==> src/rtl/ecp_fwd_pkg.sv <==
package ecp_fwd_pkg;
  typedef enum logic [1:0] {
    ST_IDLE    = 2'd0,
    ST_SETUP   = 2'd1,
    ST_STROBE  = 2'd2,
    ST_RELEASE = 2'd3
  } fwd_state_t;
endpackage

==> src/rtl/ecp_sync_bank.sv <==
module ecp_sync_bank #(
  parameter int          W       = 1,
  parameter int          STAGES  = 2,
  parameter logic [W-1:0] RST_VAL = '0
) (
  input  logic         clk,
  input  logic         rst_n,
  input  logic [W-1:0] d_i,
  output logic [W-1:0] q_o
);
  for (genvar b = 0; b < W; b++) begin : g_bit
    logic [STAGES-1:0] sh_q;
    logic [STAGES-1:0] sh_d;

    always_comb sh_d = {sh_q[STAGES-2:0], d_i[b]};

    always_ff @(posedge clk or negedge rst_n) begin
      if (!rst_n) sh_q <= {STAGES{RST_VAL[b]}};
      else        sh_q <= sh_d;
    end

    assign q_o[b] = sh_q[STAGES-1];
  end
endmodule

==> src/rtl/ecp_setup_timer.sv <==
module ecp_setup_timer #(
  parameter int CW = 4
) (
  input  logic          clk,
  input  logic          rst_n,
  input  logic          load_i,
  input  logic [CW-1:0] load_val_i,
  output logic          zero_o
);
  logic [CW-1:0] cnt_q, cnt_d;
  logic          cnt_en;

  always_comb begin
    cnt_en = load_i || (cnt_q != '0);
    cnt_d  = load_i ? load_val_i : cnt_q - 1'b1;
  end

  always_ff @(posedge clk or negedge rst_n) begin
    if (!rst_n)      cnt_q <= '0;
    else if (cnt_en) cnt_q <= cnt_d;
  end

  assign zero_o = (cnt_q == '0);

  p_setup_step_r4: assert property (@(posedge clk) disable iff (!rst_n)
    (!load_i && cnt_q != '0) |=> (cnt_q == $past(cnt_q) - 1'b1));
endmodule

==> src/rtl/ecp_stall_timer.sv <==
module ecp_stall_timer #(
  parameter int LIMIT = 1024,
  localparam int CW = $clog2(LIMIT + 1)
) (
  input  logic clk,
  input  logic rst_n,
  input  logic hold_i,
  output logic stall_o
);
  localparam logic [CW-1:0] LIM = CW'(LIMIT);

  logic [CW-1:0] cnt_q, cnt_d;
  logic          cnt_en;

  always_comb begin
    cnt_en = !hold_i || (cnt_q != LIM);
    cnt_d  = hold_i ? cnt_q + 1'b1 : '0;
  end

  always_ff @(posedge clk or negedge rst_n) begin
    if (!rst_n)      cnt_q <= '0;
    else if (cnt_en) cnt_q <= cnt_d;
  end

  assign stall_o = (cnt_q == LIM);

  p_stall_after_wait_r9: assert property (@(posedge clk) disable iff (!rst_n)
    stall_o |-> $past(hold_i));
endmodule

==> src/rtl/ecp_fwd_fsm.sv <==
module ecp_fwd_fsm
  import ecp_fwd_pkg::*;
#(
  parameter int DATA_W = 8
) (
  input  logic              clk,
  input  logic              rst_n,
  input  logic              tx_valid_i,
  input  logic [DATA_W-1:0] tx_byte_i,
  input  logic              tx_cmd_i,
  input  logic              ack_s_i,
  input  logic              setup_zero_i,
  output logic              tx_ready_o,
  output logic              accept_o,
  output logic              hold_o,
  output logic [DATA_W-1:0] data_o,
  output logic              host_ack_o,
  output logic              strobe_n_o
);
  fwd_state_t        state_q, state_d;
  logic [DATA_W-1:0] data_q;
  logic              hack_q;

  always_comb begin
    tx_ready_o = (state_q == ST_IDLE) && !ack_s_i;
    accept_o   = tx_ready_o && tx_valid_i;
    state_d    = state_q;
    unique case (state_q)
      ST_IDLE:    if (accept_o)     state_d = ST_SETUP;
      ST_SETUP:   if (setup_zero_i) state_d = ST_STROBE;
      ST_STROBE:  if (ack_s_i)      state_d = ST_RELEASE;
      ST_RELEASE: if (!ack_s_i)     state_d = ST_IDLE;
      default:                      state_d = ST_IDLE;
    endcase
    hold_o = ((state_q == ST_STROBE) || (state_q == ST_RELEASE)) &&
             (state_d == state_q);
  end

  always_ff @(posedge clk or negedge rst_n) begin
    if (!rst_n) state_q <= ST_IDLE;
    else        state_q <= state_d;
  end

  always_ff @(posedge clk or negedge rst_n) begin
    if (!rst_n) begin
      data_q <= '0;
      hack_q <= 1'b1;
    end else if (accept_o) begin
      data_q <= tx_byte_i;
      hack_q <= !tx_cmd_i;
    end
  end

  assign data_o     = data_q;
  assign host_ack_o = hack_q;
  assign strobe_n_o = (state_q != ST_STROBE);

  p_data_hold_r3: assert property (@(posedge clk) disable iff (!rst_n)
    (state_q != ST_IDLE) |=> $stable(data_q));
  p_strobe_rise_r5: assert property (@(posedge clk) disable iff (!rst_n)
    (state_q == ST_RELEASE && $past(state_q) == ST_STROBE) |-> $past(ack_s_i));
  p_release_wait_r6: assert property (@(posedge clk) disable iff (!rst_n)
    (state_q == ST_RELEASE && ack_s_i) |=> (state_q == ST_RELEASE));
endmodule

==> src/rtl/ecp_fwd_host.sv <==
module ecp_fwd_host #(
  parameter int DATA_W      = 8,
  parameter int SETUP_W     = 4,
  parameter int STALL_LIMIT = 1024
) (
  input  logic               clk,
  input  logic               rst_n,
  input  logic               tx_valid_i,
  output logic               tx_ready_o,
  input  logic [DATA_W-1:0]  tx_byte_i,
  input  logic               tx_cmd_i,
  input  logic [SETUP_W-1:0] setup_cycles_i,
  input  logic               pack_i,
  input  logic               prq_n_i,
  input  logic               rev_clr_i,
  output logic [DATA_W-1:0]  data_o,
  output logic               strobe_n_o,
  output logic               host_ack_o,
  output logic               rev_req_o,
  output logic               stall_o
);
  logic ack_s, rq_n_s, setup_zero, accept, hold;
  logic rev_q, rev_d, rev_en;

  ecp_sync_bank #(.W(1), .STAGES(2), .RST_VAL(1'b0)) u_ack_sync (
    .clk(clk), .rst_n(rst_n), .d_i(pack_i), .q_o(ack_s));

  ecp_sync_bank #(.W(1), .STAGES(2), .RST_VAL(1'b1)) u_rq_sync (
    .clk(clk), .rst_n(rst_n), .d_i(prq_n_i), .q_o(rq_n_s));

  ecp_fwd_fsm #(.DATA_W(DATA_W)) u_fsm (
    .clk(clk), .rst_n(rst_n),
    .tx_valid_i(tx_valid_i), .tx_byte_i(tx_byte_i), .tx_cmd_i(tx_cmd_i),
    .ack_s_i(ack_s), .setup_zero_i(setup_zero),
    .tx_ready_o(tx_ready_o), .accept_o(accept), .hold_o(hold),
    .data_o(data_o), .host_ack_o(host_ack_o), .strobe_n_o(strobe_n_o));

  ecp_setup_timer #(.CW(SETUP_W)) u_setup (
    .clk(clk), .rst_n(rst_n),
    .load_i(accept), .load_val_i(setup_cycles_i), .zero_o(setup_zero));

  ecp_stall_timer #(.LIMIT(STALL_LIMIT)) u_stall (
    .clk(clk), .rst_n(rst_n), .hold_i(hold), .stall_o(stall_o));

  // Reversal request latch: a pending request has priority over a clear.
  always_comb begin
    rev_en = !rq_n_s || rev_clr_i;
    rev_d  = !rq_n_s;
  end

  always_ff @(posedge clk or negedge rst_n) begin
    if (!rst_n)      rev_q <= 1'b0;
    else if (rev_en) rev_q <= rev_d;
  end

  assign rev_req_o = rev_q;

  p_rev_set_r8: assert property (@(posedge clk) disable iff (!rst_n)
    !rq_n_s |=> rev_req_o);
  p_rev_sticky_r8: assert property (@(posedge clk) disable iff (!rst_n)
    (rev_req_o && !rev_clr_i) |=> rev_req_o);
endmodule

==> config.mk <==
export PLATFORM = sky130hd
export DESIGN_NAME = ecp_fwd_host
export DESIGN_NICKNAME = d
export VERILOG_FILES = /design/src/rtl/ecp_fwd_pkg.sv /design/src/rtl/ecp_sync_bank.sv /design/src/rtl/ecp_setup_timer.sv /design/src/rtl/ecp_stall_timer.sv /design/src/rtl/ecp_fwd_fsm.sv /design/src/rtl/ecp_fwd_host.sv
export SDC_FILE = /design/constraint.sdc
export NUM_CORES = 1
export LEC_CHECK = 0
export ABC_AREA = 1
export ABC_CLOCK_PERIOD_IN_PS = 1100
export BUFFER_PORTS_ARGS = -buffer_cell sky130_fd_sc_hd__buf_2
export CELL_PAD_IN_SITES_DETAIL_PLACEMENT = 1
export CELL_PAD_IN_SITES_GLOBAL_PLACEMENT = 1
export CORE_MARGIN = 2
export CORE_UTILIZATION = 35
export CTS_CLUSTER_DIAMETER = 60
export DETAILED_ROUTE_END_ITERATION = 10
export PLACE_DENSITY_LB_ADDON = 0.12
export SLEW_MARGIN = 5
export SYNTH_ARGS = -nofsm -noshare
export SYNTH_HDL_FRONTEND = slang
export SYNTH_SLANG_ARGS = --single-unit
==> constraint.sdc <==
create_clock -name clk -period 1.1 [get_ports clk]
set_input_delay 0.165 -clock clk [delete_from_list [all_inputs] [get_ports clk]]
set_output_delay 0.165 -clock clk [all_outputs]
set_load 0.005 [all_outputs]
==> results of run 1 <==
[final cells by class]
type	count	area, sq um
Clock buffer	6	82.6
Timing Repair Buffer	80	643
Sequential cell	31	782
Clock inverter	2	35.0
Fill cell	455	1430
Multi-Input combinational cell	125	925
Inverter	23	98.8
Tap cell	50	62.6
[sequential cells by signal, indices dropped and copies added, names as in the netlist]
register               flops
u_rq_sync.g_bit.sh_q       2
u_fsm.host_ack_o           1
u_fsm.state_q              2
u_setup.cnt_q              4
u_stall.cnt_q             11
rev_req_o                  1
u_fsm.data_o               8
u_ack_sync.g_bit.sh_q      2
[metrics by stage]
stage	util (%)	cells	cell area, sq um
floorplan	-	182	1530
global placement	47.5	285	1930
detailed placement	47.5	285	1930
CTS	58.8	309	2390
global route	64.8	317	2630
finish	64.8	317	2630
[cells in the final DEF, fill, tap and decap left out, types with 10 or more instances in the layout]
cell and n:
buf_2 28, nand3_1 10, inv_1 10, dfrtp_1 26, nand2_2 13, nand2_1 37, nor2_1 10, buf_4 31
buf_6 14
[timing repair]
action	4_1_cts	5_1_grt
endpoints found under the setup margin	27	30
hold buffers	3	0
buffers inserted	12	8
gates resized for setup	57	46
gates cloned	1	0
pin swaps	25	17
endpoints found under the hold margin	13	0
[power by group]
part / switching (mW) / leakage [nW] / internal, mW
registers: 0.307 / 0.389 / 1.44
logic: 1.31 / 0.822 / 1.33
clock network: 0.505 / 0.0612 / 0.734
total: 2.12 / 1.27 / 3.50
[layer usage]
layer,track usage (%),up-vias,share of wire [%]
met5,0,-,0
met4,8.93,0,3.3
met3,4.36,21,3.5
met2,43.2,58,55
met1,24.9,820,38
li1,-,741,-
[worst reg2reg max path: stages (launching register included)]
cell	delay (ps)
dfrtp_1	370
buf_4	130
buf_4	120
nand3_4	110
nor2_4	190
buf_6	140
o21ai_1	60
a21oi_1	160
[worst paths after layout]
check | cells after the start | slack [ps] | start | end
max | 4 | -310 | u_stall.cnt_q[5] | stall_o
min | 2 | 6 | tx_cmd_i | u_fsm.host_ack_o
max reg2reg | 7 | -250 | u_stall.cnt_q[0] | u_stall.cnt_q[5]
min reg2reg | 0 | 360 | u_ack_sync.g_bit[0].sh_q[0] | u_ack_sync.g_bit[0].sh_q[1]
max in group asynchronous | 3 | 250 | rst_n | u_stall.cnt_q[3]
min in group asynchronous | 2 | 300 | rst_n | u_setup.cnt_q[3]
[cells by family (layout without fill, tap and decap cells)]
logic type | count (synthesis) | after routing | synth area share, %
AND/OR/NAND/NOR | 110 | 110 | 33.3
XOR/XNOR | 3 | 3 | 1.75
AO/OA/AOI/OAI | 9 | 9 | 3.42
adder cells (fa/ha/maj) | 3 | 3 | 2.50
buffers and inverters | 26 | 111 | 7.17
flip-flops | 31 | 31 | 51.9
==> results.ini, run 1 <==
[synthesis]
synth_top_area_share_pct=46.7
ys_types=23
syn_area_sq_mm=0.00150
synth.area.top_cells=dfrtp_1 (47%), nand2_1 (14%), nand3_1 (5.7%), dfstp_2 (5.3%), inv_1 (5.2%)
ys_seq_area_share_pct=51.9
mappedNetlistNets=204
synth_edf_count=0
ys_seq_elements=31
yosysTopAreaCell=dfrtp_1
async_flop_share_pct=100
yosysMostFrequentCell=nand2_1
yosysWarnings=0
ys_top_cells_by_count=nand2_1 (55), dfrtp_1 (28), inv_1 (21)
avgSynthCellArea_sq_um=8.25
syn_inst=182
synthFlopType=dfrtp_1

[timing]
finalSetupViolCount=29
grt_setup_unrepaired=yes
worst_slack_ps=-309
relSlewSlack_pct=76.5
hold_viol_final=0
period_minus_slack_ps=1410
fin_crit_sh_pct=128
tightest_slew_ps=352
fmax_ghz=0.710
setup_tns_ps=-5580
slew_violations=0
fin_skew_ps=10.9
whs_ps=5.89

[grt]
globalRouteTotalUtil_pct=22.9
grt_pass1_wl_mm=8.63
first_global_vias=1781
overflow=0
grt_max_degree=17
grt_antenna_before_repair=0

[clocking]
clk_latency_ps=290
clock-sinks=31
htree_levels=2
cts_buffers=5
clock-root-buffer=clkbuf_8
cts_tree=done
clk_pin_slew_ps=80
max-clock-path-buffers=2

[worst_setup_path]
worstPathCellList=nor2_4 -> nand4_1 -> nor2_1 -> buf_2
crit_fanout=2
cpPeakStageDelay_ps=450
cp_slowest_cell=dfrtp_1
cp_top_family=flip-flops
path_buf_inv=1
arrival_ps=1240
cp_data_required_time_ps=940
crit_type=register to primary output
start_kind=register
cp-end-kind=primary output

[placement]
dp.final_hpwl_mm=2.92
dp_worst_setup_slack_ps=-133
gp_congestion=0.730
port_buffers=31

[floorplan]
die_area_sq_mm=0.00483
start_util_pct=37.0
die_w_um=69.5
die_h_um=69.5
core_sq_mm=0.00406
ios=32
num_rows=23

[route]
ant_nets=0
first_iter_violations=35
routedWlPerCell_um=21.0
first_pass_iters=4
vias=1640
route.detailed.drc=0
vias_per_cell=5.17
drt-total-wl_mm=6.67

[cells_and_area]
areaGrowthSynthToFinish_pct=75.1
num_antenna_cells=0
final_nets=288
drive_gt1_share_pct=59.2

[pwr]
power_mw=5.63
ir_drop_uv=1650
p_leak_nw=1.27
power_density_mw_per_mm2=2140

[outcome]
failed_checks=setup timing
status=finished, violations left

[worst_hold_path]
hold_class=input port to register

[flow_run]
maxCapViolations=0

No activity file was read; power rests on OpenSTA's default activity.
==> run 2: changes to the inputs <==
==> constraint.sdc (replaced) <==
create_clock -name clk -period 1.1 [get_ports clk]
set_input_delay 0.11 -clock clk [delete_from_list [all_inputs] [get_ports clk]]
set_output_delay 0.11 -clock clk [all_outputs]
set_load 0.005 [all_outputs]
==> run 2 against run 1 <==
  * The run still ends with setup timing left
  * Clock skew fell by 3.0 ps
  * Core utilization shrank 2.0 points
  * First-iteration DRC count up 5.7%
  * Largest cell class unchanged
==> results.ini, run 2 (synthesis gave the netlist of run 1 again) <==
[clocking]
clock-root-buffer=clkbuf_8
cts_buffers=5
clk_latency_ps=280
clock-sinks=31
htree_levels=2
max-clock-path-buffers=2
clk_pin_slew_ps=70
cts_tree=done

[worst_setup_path]
cp_data_required_time_ps=990
r2r_slack_ps=-180
start_kind=register
cp-end-kind=primary output
cp_slowest_cell=dfrtp_1
cpPeakStageDelay_ps=390
crit_fanout=5
crit_type=register to primary output
worstPathCellList=buf_6 -> nor2_2 -> nand4_1 -> nor2_1 -> buf_2
arrival_ps=1260

[grt]
use_met1_pct=23.1
grt_antenna_before_repair=0
overflow=0
grt_use_met3_pct=4.65
grt_pass1_wl_mm=8.03
grt_use_met2_pct=40.6
globalRouteTotalUtil_pct=21.3
first_global_vias=1752
top_usage_layer=met2
grt_max_degree=32

[flow_run]
maxCapViolations=0

[cells_and_area]
final_nets=292
num_antenna_cells=0
mostFrequentLayoutCells=nand2_1 (38), buf_2 (30), buf_4 (30), dfrtp_1 (28)
largest_reg_flops=11
areaGrowthSynthToFinish_pct=69.7
regMostFlops=u_stall.cnt_q
drive_gt1_share_pct=55.4
layout_commonest_cell=nand2_1
n_fill_cell=475

[route]
vias=1563
routedWlPerCell_um=15.6
first_pass_iters=4
ant_nets=0
vias_per_cell=4.87
drt-total-wl_mm=5.01
first_iter_violations=37
route.detailed.drc=0

[worst_hold_path]
hold_class=input port to register

[pwr]
combPwrFrac_pct=43.5
ir_drop_uv=1210
internal_power_mw=3.31
clkPwrFrac_pct=23.4
power_density_mw_per_mm2=1980
power_frac_seq_pct=33.1
netSwitchingPower_mw=1.73
p_leak_nw=1.27
switching_share_pct=34.2

[timing]
worst_slack_ps=-269
fmax_ghz=0.730
finalSetupViolCount=29
relSlewSlack_pct=78.2
whs_ps=22.7
fin_skew_ps=7.91
tightest_slew_ps=325
hold_viol_final=0
period_minus_slack_ps=1370
slew_violations=0
fin_crit_sh_pct=124
setup_tns_ps=-3020
grt_setup_unrepaired=yes

[floorplan]
ios=32
die_area_sq_mm=0.00483
num_rows=23
core_sq_mm=0.00406
die_h_um=69.5
die_w_um=69.5
start_util_pct=37.0

[outcome]
failed_checks=setup timing
status=finished, violations left

[placement]
port_buffers=31
gp_congestion=0.723
dp.final_hpwl_mm=2.91

==> run 2: cell types whose count changed in the layout (fill, tap and decap cells not counted), sizes merged <==
cell         before  now
buf              77   79
dlygate4sd3       3    5
==> run 2: power groups by stage <==
stage               sequential [mW]  combinational (mW)  clock, mW
finish                         1.67                2.19       1.18
floorplan                      1.65               0.750          0
global route                   1.70                2.38       1.26
detailed placement             1.64                1.44          0
global placement               1.62                1.36          0
CTS                            1.65                1.99       1.21
==> run 2: timing repair <==
| action | CTS | global route |
|---|---|---|
| hold buffers | 5 | 0 |
| setup buffers | 17 | 4 |
| resized for setup | 60 | 18 |
| pin swaps | 36 | 16 |
| setup endpoints to repair | 25 | 29 |
| hold endpoints to repair | 35 | 0 |
==> run 2: per-stage QoR <==
stage	cells	area [sq um]	setup slack [ps]	utilization, %	power (mW)
6_report	321	2550	-269	62.8	5.04
5_1_grt	321	2550	-383	62.8	5.34
4_1_cts	317	2450	-292	60.4	4.86
3_5_place_dp	287	1950	-119	48.1	3.07
3_3_place_gp	287	1950	-62.9	48.1	2.98
2_1_floorplan	182	1530	-31.3	-	2.40
==> run 2: final cells by class <==
| cell class | instances | area (sq um) | share of cell area, % |
|---|---|---|---|
| Timing Repair Buffer | 84 | 664 | 26.1 |
| Clock inverter | 2 | 35.0 | 1.38 |
| Tap cell | 50 | 62.6 | 2.46 |
| Multi-Input combinational cell | 125 | 827 | 32.5 |
| Sequential cell | 31 | 779 | 30.6 |
| Clock buffer | 6 | 82.6 | 3.24 |
| Inverter | 23 | 96.3 | 3.78 |
==> run 2: routing by layer <==
layer,routed length [um],up-vias
li1,-,748
met1,1980,781
met2,2840,27
met3,117,7
met4,71,0
met5,0,-
==> run 2: worst paths after layout <==
path | start | cells after the start | endpoint
worst max-delay path | u_stall.cnt_q[8] | 5 | stall_o
min in group asynchronous | rst_n | 3 | u_setup.cnt_q[3]
worst max register to register | u_stall.cnt_q[0] | 6 | u_stall.cnt_q[2]
max in group asynchronous | rst_n | 3 | u_rq_sync.g_bit[0].sh_q[1]
worst min register to register | u_ack_sync.g_bit[0].sh_q[0] | 0 | u_ack_sync.g_bit[0].sh_q[1]
worst min-delay path | tx_byte_i[0] | 3 | u_fsm.data_o[0]
==> run 2: worst max-delay path: cells and delay by family (launching register included) <==
kind,cells,cell delay (ps)
buffers and inverters,2,260
DFF,1,390
and+or+nand+nor,3,330
==> run 3: changes to the inputs <==
MAX_ROUTING_LAYER = met4   (was default)
==> run 3 against run 2 <==
  * The run still ends with setup timing left
  * Worst setup slack is essentially flat
  * Via count grew 0.19%
  * Hold slack is essentially flat
  * Critical path type unchanged
  * Critical endpoint unchanged
==> results.ini, run 3 (synthesis gave the netlist of run 1 again) <==
[cells_and_area]
layout_commonest_cell=nand2_1
largest_reg_flops=11
regMostFlops=u_stall.cnt_q
num_antenna_cells=0
stdcell_area_sq_mm=0.00255
mostFrequentLayoutCells=nand2_1 (38), buf_2 (30), buf_4 (30), dfrtp_1 (28)
final_nets=292
final_util_pct=62.8
areaGrowthSynthToFinish_pct=69.7
n_fill_cell=475
drive_gt1_share_pct=55.4

[timing]
worst_slack_ps=-270
tightest_slew_ps=323
fin_skew_ps=8.43
slew_violations=0
fmax_ghz=0.730
setup_tns_ps=-3070
whs_ps=22.6
finalSetupViolCount=29
relSlewSlack_pct=78.3
grt_setup_unrepaired=yes
period_minus_slack_ps=1370
hold_viol_final=0
fin_crit_sh_pct=125

[pwr]
combPwrFrac_pct=43.4
power_frac_seq_pct=33.1
power_mw=5.04
internal_power_mw=3.31
netSwitchingPower_mw=1.73
power_density_mw_per_mm2=1980
p_leak_nw=1.27
clkPwrFrac_pct=23.4
switching_share_pct=34.3
ir_drop_uv=1210

[clocking]
cts_tree=done
cts_buffers=5
htree_levels=2
clock-sinks=31
clk_pin_slew_ps=70
clock-root-buffer=clkbuf_8
clk_latency_ps=290
max-clock-path-buffers=2

[floorplan]
start_util_pct=37.0
ios=32
die_w_um=69.5
die_area_sq_mm=0.00483
core_sq_mm=0.00406
die_h_um=69.5
num_rows=23

[worst_hold_path]
hold_class=input port to register

[placement]
dp.final_hpwl_mm=2.91
port_buffers=31
dpl_cell_area_sq_mm=0.00195
gp_congestion=0.732

[worst_setup_path]
cpPeakStageDelay_ps=390
cp_data_required_time_ps=990
crit_fanout=5
start_kind=register
worstPathCellList=buf_6 -> nor2_2 -> nand4_1 -> nor2_1 -> buf_2
cp_top_family=flip-flops
arrival_ps=1260
crit_type=register to primary output
cp_slowest_cell=dfrtp_1
path_buf_inv=2
cp-end-kind=primary output

[grt]
overflow=0
grt_pass1_wl_mm=8.03
grt_use_met3_pct=4.65
grt_use_met2_pct=40.7
use_met1_pct=23.1
grt_antenna_before_repair=0
top_usage_layer=met2
globalRouteTotalUtil_pct=21.9
first_global_vias=1759
grt_max_degree=32

[route]
route.detailed.drc=0
vias=1566
routedWlPerCell_um=15.6
vias_per_cell=4.88
first_iter_violations=49
drt-total-wl_mm=5.01
ant_nets=0
first_pass_iters=4

[outcome]
status=finished, violations left
failed_checks=setup timing

[flow_run]
maxCapViolations=0

run 3: cell counts in the layout (fill, tap and decap cells not counted):
No cell type changed its count.
run 3: metal layers:
| metal | wire [um] | part of all wire (%) |
|---|---|---|
| met5 | 0 | 0 |
| met4 | 89 | 1.8 |
| met3 | 123 | 2.5 |
| met2 | 2830 | 56 |
| met1 | 1970 | 39 |
run 3: what timing repair did:
item                                   CTS  global route
gates resized for setup                 60            18
pin swaps                               36            16
setup buffers                           17             4
endpoints found under the hold margin   35             0
hold buffers                             5             0
setup endpoints to repair               25            29
run 3: metrics by stage:
step                std cells  worst slack, ps
floorplan                 182            -31.3
global placement          287            -62.9
detailed placement        287             -119
CTS                       317             -292
global route              321             -383
finish                    321             -270
run 3: final timing paths:
kind | from | endpoint | slack (ps) | depth (start not counted)
setup / recovery | u_stall.cnt_q[8] | stall_o | -270 | 5
hold / removal | tx_byte_i[0] | u_fsm.data_o[0] | 20 | 3
setup reg to reg | u_stall.cnt_q[5] | u_stall.cnt_q[9] | -190 | 7
hold reg to reg | u_ack_sync.g_bit[0].sh_q[0] | u_ack_sync.g_bit[0].sh_q[1] | 350 | 0
max in group asynchronous | rst_n | u_rq_sync.g_bit[0].sh_q[1] | 540 | 3
min in group asynchronous | rst_n | u_setup.cnt_q[3] | 320 | 3
run 3: power by group through the flow:
stage	Sequential (mW)	Clock (mW)	Combinational, mW
6_report	1.67	1.18	2.19
3_3_place_gp	1.62	0	1.36
4_1_cts	1.65	1.21	1.99
3_5_place_dp	1.64	0	1.44
2_1_floorplan	1.65	0	0.750
5_1_grt	1.70	1.26	2.38
run 3: worst min-delay path, delay by kind of cell:
kind	cells	cell delay, ps
AND/OR/NAND/NOR	2	90
buffers and inverters	1	80
run 3: final cells by class:
cell class                      count  area, sq um  share of cell area (%)
Tap cell                           50         62.6                    2.46
Timing Repair Buffer               84          664                    26.1
Clock buffer                        6         82.6                    3.24
Inverter                           23         96.3                    3.78
Sequential cell                    31          779                    30.6
Clock inverter                      2         35.0                    1.38
Multi-Input combinational cell    125          827                    32.5
